<file path="src/rtl/gauss_pkg.sv">
package gauss_pkg;
  localparam int unsigned LFSR_W = 33;
  localparam int unsigned TAP_HI = 32;
  localparam int unsigned TAP_LO = 19;
  localparam logic [LFSR_W-1:0] ZERO_SUB = 33'h0_5A5A_A5A5;

  typedef logic [LFSR_W-1:0] lfsr_t;
  typedef logic [LFSR_W-1:0][LFSR_W-1:0] leap_mat_t;

  // row i: mask of current-state bits whose XOR gives next bit i after `steps` shifts
  function automatic leap_mat_t leap_matrix(int unsigned steps);
    leap_mat_t m;
    lfsr_t     fb;
    for (int i = 0; i < LFSR_W; i++) begin
      m[i]    = '0;
      m[i][i] = 1'b1;
    end
    for (int unsigned s = 0; s < steps; s++) begin
      fb = m[TAP_HI] ^ m[TAP_LO];
      for (int i = LFSR_W - 1; i > 0; i--) m[i] = m[i-1];
      m[0] = fb;
    end
    return m;
  endfunction
endpackage

</file>
<file path="src/rtl/gauss_lfsr_leap.sv">
module gauss_lfsr_leap
  import gauss_pkg::*;
#(
  parameter int unsigned LEAP   = 16,
  parameter int unsigned WORD_W = 16
) (
  input  logic              clk_i,
  input  logic              rst_ni,
  input  logic              load_i,
  input  lfsr_t             seed_i,
  input  logic              adv_i,
  output logic [WORD_W-1:0] word_o
);
  localparam leap_mat_t MAT = leap_matrix(LEAP);

  lfsr_t state_q, state_nxt, seed_eff;

  for (genvar i = 0; i < LFSR_W; i++) begin : g_row
    assign state_nxt[i] = ^(state_q & MAT[i]);
  end

  assign seed_eff = (seed_i == '0) ? ZERO_SUB : seed_i;

  always_ff @(posedge clk_i or negedge rst_ni) begin
    if (!rst_ni)     state_q <= ZERO_SUB;
    else if (load_i) state_q <= seed_eff;
    else if (adv_i)  state_q <= state_nxt;
  end

  assign word_o = state_q[WORD_W-1:0];
endmodule

</file>
<file path="src/rtl/gauss_block_acc.sv">
module gauss_block_acc #(
  parameter int unsigned WORD_W = 16,
  parameter int unsigned N_SUM  = 16,
  parameter int unsigned SUM_W  = WORD_W + $clog2(N_SUM)
) (
  input  logic              clk_i,
  input  logic              rst_ni,
  input  logic              clear_i,
  input  logic              add_i,
  input  logic [WORD_W-1:0] word_i,
  output logic              valid_o,
  output logic [SUM_W-1:0]  sum_o
);
  localparam int unsigned CNT_W = $clog2(N_SUM);
  localparam logic [CNT_W-1:0] LAST = CNT_W'(N_SUM - 1);

  logic [CNT_W-1:0] cnt_q;
  logic [SUM_W-1:0] acc_q, acc_add;
  logic             valid_q;

  assign acc_add = acc_q + SUM_W'(word_i);

  always_ff @(posedge clk_i or negedge rst_ni) begin
    if (!rst_ni) begin
      cnt_q   <= '0;
      acc_q   <= '0;
      sum_o   <= '0;
      valid_q <= 1'b0;
    end else if (clear_i) begin
      cnt_q   <= '0;
      acc_q   <= '0;
      valid_q <= 1'b0;
    end else if (add_i) begin
      if (cnt_q == LAST) begin
        cnt_q   <= '0;
        acc_q   <= '0;
        sum_o   <= acc_add;
        valid_q <= 1'b1;
      end else begin
        cnt_q   <= cnt_q + 1'b1;
        acc_q   <= acc_add;
        valid_q <= 1'b0;
      end
    end else begin
      valid_q <= 1'b0;
    end
  end

  assign valid_o = valid_q;
endmodule

</file>
<file path="src/rtl/lfsr_gauss_gen.sv">
module lfsr_gauss_gen
  import gauss_pkg::*;
#(
  parameter int unsigned LEAP   = 16,
  parameter int unsigned WORD_W = 16,
  parameter int unsigned N_SUM  = 16,
  localparam int unsigned SUM_W = WORD_W + $clog2(N_SUM)
) (
  input  logic                    clk_i,
  input  logic                    rst_ni,
  input  logic                    load_i,
  input  logic [LFSR_W-1:0]       seed_i,
  input  logic                    en_i,
  output logic [WORD_W-1:0]       word_o,
  output logic                    valid_o,
  output logic [SUM_W-1:0]        sample_o,
  output logic signed [SUM_W-1:0] sample_c_o
);
  localparam logic [SUM_W-1:0] MID = SUM_W'(N_SUM) << (WORD_W - 1);

  logic adv;
  assign adv = en_i & ~load_i;

  gauss_lfsr_leap #(.LEAP(LEAP), .WORD_W(WORD_W)) u_lfsr (
    .clk_i  (clk_i),
    .rst_ni (rst_ni),
    .load_i (load_i),
    .seed_i (seed_i),
    .adv_i  (adv),
    .word_o (word_o)
  );

  gauss_block_acc #(.WORD_W(WORD_W), .N_SUM(N_SUM), .SUM_W(SUM_W)) u_acc (
    .clk_i   (clk_i),
    .rst_ni  (rst_ni),
    .clear_i (load_i),
    .add_i   (adv),
    .word_i  (word_o),
    .valid_o (valid_o),
    .sum_o   (sample_o)
  );

  assign sample_c_o = $signed(sample_o - MID);
endmodule

</file>
<file path="config.mk">
export PLATFORM = sky130hd
export DESIGN_NAME = lfsr_gauss_gen
export DESIGN_NICKNAME = d
export VERILOG_FILES = /design/src/rtl/gauss_pkg.sv /design/src/rtl/gauss_lfsr_leap.sv /design/src/rtl/gauss_block_acc.sv /design/src/rtl/lfsr_gauss_gen.sv
export SDC_FILE = /design/constraint.sdc
export NUM_CORES = 1
export LEC_CHECK = 0
export CAP_MARGIN = 5
export CORE_MARGIN = 5
export CORE_UTILIZATION = 52
export CTS_CLUSTER_SIZE = 24
export DETAILED_ROUTE_END_ITERATION = 16
export DONT_BUFFER_PORTS = 1
export GPL_ROUTABILITY_DRIVEN = 0
export PLACE_DENSITY = 0.67
export SYNTH_ARGS = -nofsm -noshare
export SYNTH_HDL_FRONTEND = slang
export SYNTH_SLANG_ARGS = --single-unit
</file>
<file path="constraint.sdc">
create_clock -name clk_i -period 6.9 [get_ports clk_i]
set_input_delay 0 -clock clk_i [delete_from_list [all_inputs] [get_ports clk_i]]
set_output_delay 0 -clock clk_i [all_outputs]
set_load 0.005 [all_outputs]
</file>
==> impl.org <==
** Synth
- Synthesis handed over a netlist of 489 instances.
- Counting flops with a built-in enable in the synthesized netlist gives 0.
- The share of the Yosys chip area taken by registers is 42.4%.
- Avg Cell Area, Syn :: 9.50 µm²
- In this run, distinct cell masters in the synthesized netlist total 54.
- When the netlist entered floorplanning its net count stood at 544.
- Yosys warnings :: 0
- Most frequently used flop master after synthesis :: dfrtp_1
- In this run, synthesis produced a sequential element count of 78.
- Share of synthesized registers carrying an async set or reset :: 100%
- Cell area after synthesis :: 4650 µm²

** Clocking
- Clock tree from TritonCTS :: built
- Gates resized during post-CTS repair numbered 0.
- Clock Sink Count :: 78
- CTS hold repair buffers :: 41
- The number of setup buffers added after CTS is 0.
- The tree is rooted in a clkbuf_8.
- CTS built an H-tree with a depth of 3.
- Counting along the longest clock path gives a buffer depth of 2.
- The number of clock buffers added by TritonCTS is 9.
- Post-CTS clock slew at the launch and capture registers of the worst setup and hold paths :: 80 ps
- Skew-Pair Late Insertion Delay :: 350 ps

** Pwr
- P_leak :: 0.00228 µW
- For this design the ratio of total power to cell area is 272 nW/µm².
- IR analysis of the VDD net gives a maximum drop of 0.118 mV.

** Timing
- Derived from the worst setup path, the maximum achievable clock frequency is 0.397 GHz.
- Headroom to the max-slew limit came out at 38.1%.
- Final max-slew violation count :: 0
- Setup repair after global routing left no endpoint under its margin.
- Fin Clk Skew :: 12.8 ps
- At the pin with the least slew margin, the transition time is 926 ps.
- Final Critical Period :: 2520 ps
- For the final routed database, the setup TNS stands at 0 ps.
- Final worst-path cycle share :: 36.5%
- Final count of negative-setup-slack endpoints :: 0
- Number of hold violations in the final report :: 0

** Floorplan
- Die Span Y :: 105 µm
- Die footprint :: 10900 µm²
- Standard-cell row count :: 34
- Initial Utilization :: 53.3%
- After floorplanning, the core was sized to cover 8720 µm².
- Pin placement for this block handled 94 I/O pins.
- The die is 105 µm wide.

** Critical path
- Startpoint of the worst setup timing path :: u_lfsr.state_q[0]
- In this run the critical register-to-register path is launched from u_lfsr.state_q[0].
- Data on the critical path arrives at its endpoint at 2760 ps.
- Worst r2r path cells :: 9
- For the worst setup path, the data required time is 7140 ps.
- Type of destination of the critical path :: register
- Endpoint of the worst setup timing path :: u_acc.sum_o[12]
- FF-to-FF setup slack :: 4380 ps
- In this run the critical register-to-register path is captured at u_acc.sum_o[12].
- The worst setup path is launched from a register.
- Along the worst path, the maximum fanout reaches 4.
- Path type of the worst setup path :: register to register

** Route
- First DRT Iteration DRCs :: 125
- In the routed design, unresolved DRC markers number 0.
- Before antenna repair, the detailed router went through 4 iterations.
- In this run the remaining antenna-violating nets after routing total 0.
- Routed length per instance :: 18.8 µm
- Wirelength, routed :: 11300 µm
- Across all layers, the routed design uses 3528 vias.
- After detailed routing, the number of vias per cell comes to 5.88.

** Placement
- After legalization and detailed placement, the total HPWL measured 7680 µm.
- During placement, the flow inserted port buffers numbering 0.

** GRT
- Via count of the first global-routing pass :: 3586
- met2 is the most crowded layer.
- Entering global routing, the biggest net connects 79 pins.
- In the global route stage, met1 resource usage came out at 28.3%.
- Wire length of the first global-routing pass :: 18700 µm
- Total grt overflow :: 0
- Met3 Usage GRT :: 5.15%
- For this run, global-route usage on met2 was measured as 35.0%.
- Initial antenna violation count :: 0
- Global routing used 21.2% of the available tracks across all layers.

** Cells and area
- From synthesis to final layout, the design area changed by 10.8%.
- After the last flow step, the layout net total stands at 542.
- Number of inserted diodes :: 0
- Share of final-layout standard cells stronger than drive strength 1 :: 13.0%
- For this run, the share of the core covered by cells in the final layout is 59.0%.

** Job
- Max-cap violations in this run came to 0.

** Min path
- Hold Path Class :: primary input to register

** Status
- The run finished with clean final reports.
cell usage after synthesis (3+ instances only):
cell type  count  area share [%]
a21o_1         7             1.1
mux2_2        12             2.9
clkbuf_1      15             1.2
nand3_1        7            0.75
o22a_1         8             1.5
a211oi_2       3            0.81
nand2_1       67             5.4
xnor2_1       21             4.0
nor2_1        43             3.5
o21ai_1        3            0.32
inv_1          4            0.32
a31oi_1        3            0.40
o21ai_0       33             3.6
a22o_1        14             2.6
nand4_1        3            0.40
dfstp_2       16             9.0
buf_4         36             5.8
mux2i_1       11             2.4
a211oi_1       4            0.65
xor2_1        12             2.3
nor4_1         7            0.94
nand2b_1       4            0.54
o21a_1         3            0.48
a21oi_1       34             3.7
dfrtp_1       62              33
or3_1          4            0.54
ha_1          17             4.6
cells by family (layout without fill, tap and decap cells):
kind of cell	count (synthesis)	in the layout	share of synthesized area (%)
compound gates	129	129	18.9
xor+xnor	33	33	6.22
fa+ha+maj	18	18	5.01
buf+inv	61	64	8.05
flops	78	78	42.4
mux	24	24	5.60
simple gates	146	146	13.8
critical path, stage by stage (launching register included):
cell	delay, ps
dfstp_2	580
ha_1	220
fa_1	280
a211oi_2	110
nor2_1	160
a31o_2	210
nor4b_2	50
or3_1	390
xnor2_1	150
mux2_4	260
power by group:
part           switching, µW  leakage, µW  total [µW]  internal [µW]
registers               58.3     0.000988         570            512
clock network            165     0.000130         435            270
logic                    219      0.00117         395            177
total                    442      0.00228        1400            959
worst min-delay path by stage:
stage | start | end | slack, ps | cells past startpoint
after floorplan | rst_ni | u_acc.acc_q[0] | -300 | 0
after global routing | en_i | u_lfsr.state_q[10] | 40 | 3
after global placement | rst_ni | u_acc.sum_o[3] | -290 | 0
after detailed placement | rst_ni | u_acc.sum_o[1] | -290 | 0
final | en_i | u_lfsr.state_q[5] | 20 | 3
after CTS | en_i | u_lfsr.state_q[13] | 4 | 3
sequential cells by signal, summed over array words and instances, names as in the netlist:
register and count:
u_acc.acc_q 20, u_acc.cnt_q 4, u_acc.sum_o 20, u_acc.valid_o 1
u_lfsr.state_q 33
cell usage in the layout, fill, tap and decap left out, types with 4 or more instances in the layout:
cell           synthesis  routed
nand2_1               67      67
dfrtp_1               62      62
nor2_1                43      43
dlygate4sd3_1          0      38
a21oi_1               34      34
o21ai_0               33      33
xnor2_1               21      21
ha_1                  17      17
dfstp_2               16      16
a22o_1                14      14
mux2_2                12      12
xor2_1                12      12
clkbuf_8               0      12
mux2i_1               11      11
o22a_1                 8       8
a21o_1                 7       7
nor4_1                 7       7
nand3_1                7       7
inv_1                  4       4
or3_1                  4       4
a211oi_1               4       4
nand2b_1               4       4
area by class of cell:
cell class	count	area, µm²
fillers	710	3570
multi-input cells	350	2300
flip-flops and latches	78	1970
repair buffers	43	463
clock buffers	13	169
well taps	108	135
clock inverters	3	90.1
inverters	5	18.8
metrics by stage:
step           hold WS, ps  power [µW]  cell area (µm²)  setup slack (ps)  cells
2_1_floorplan         -296         869             4650              4590    489
3_3_place_gp          -293         921             4440              4440    543
3_5_place_dp          -293         929             4440              4390    543
4_1_cts               4.10        1400             5150              4340    600
5_1_grt               39.5        1480             5150              4210    600
6_report              21.2        1400             5150              4380    600
metal layers:
layer	part of all wire, %	wire length (µm)
met4	0.71	80
met3	6.3	715
met5	0	0
met1	45	5060
met2	48	5440
Note: power is estimated with default switching activity, not from simulation.
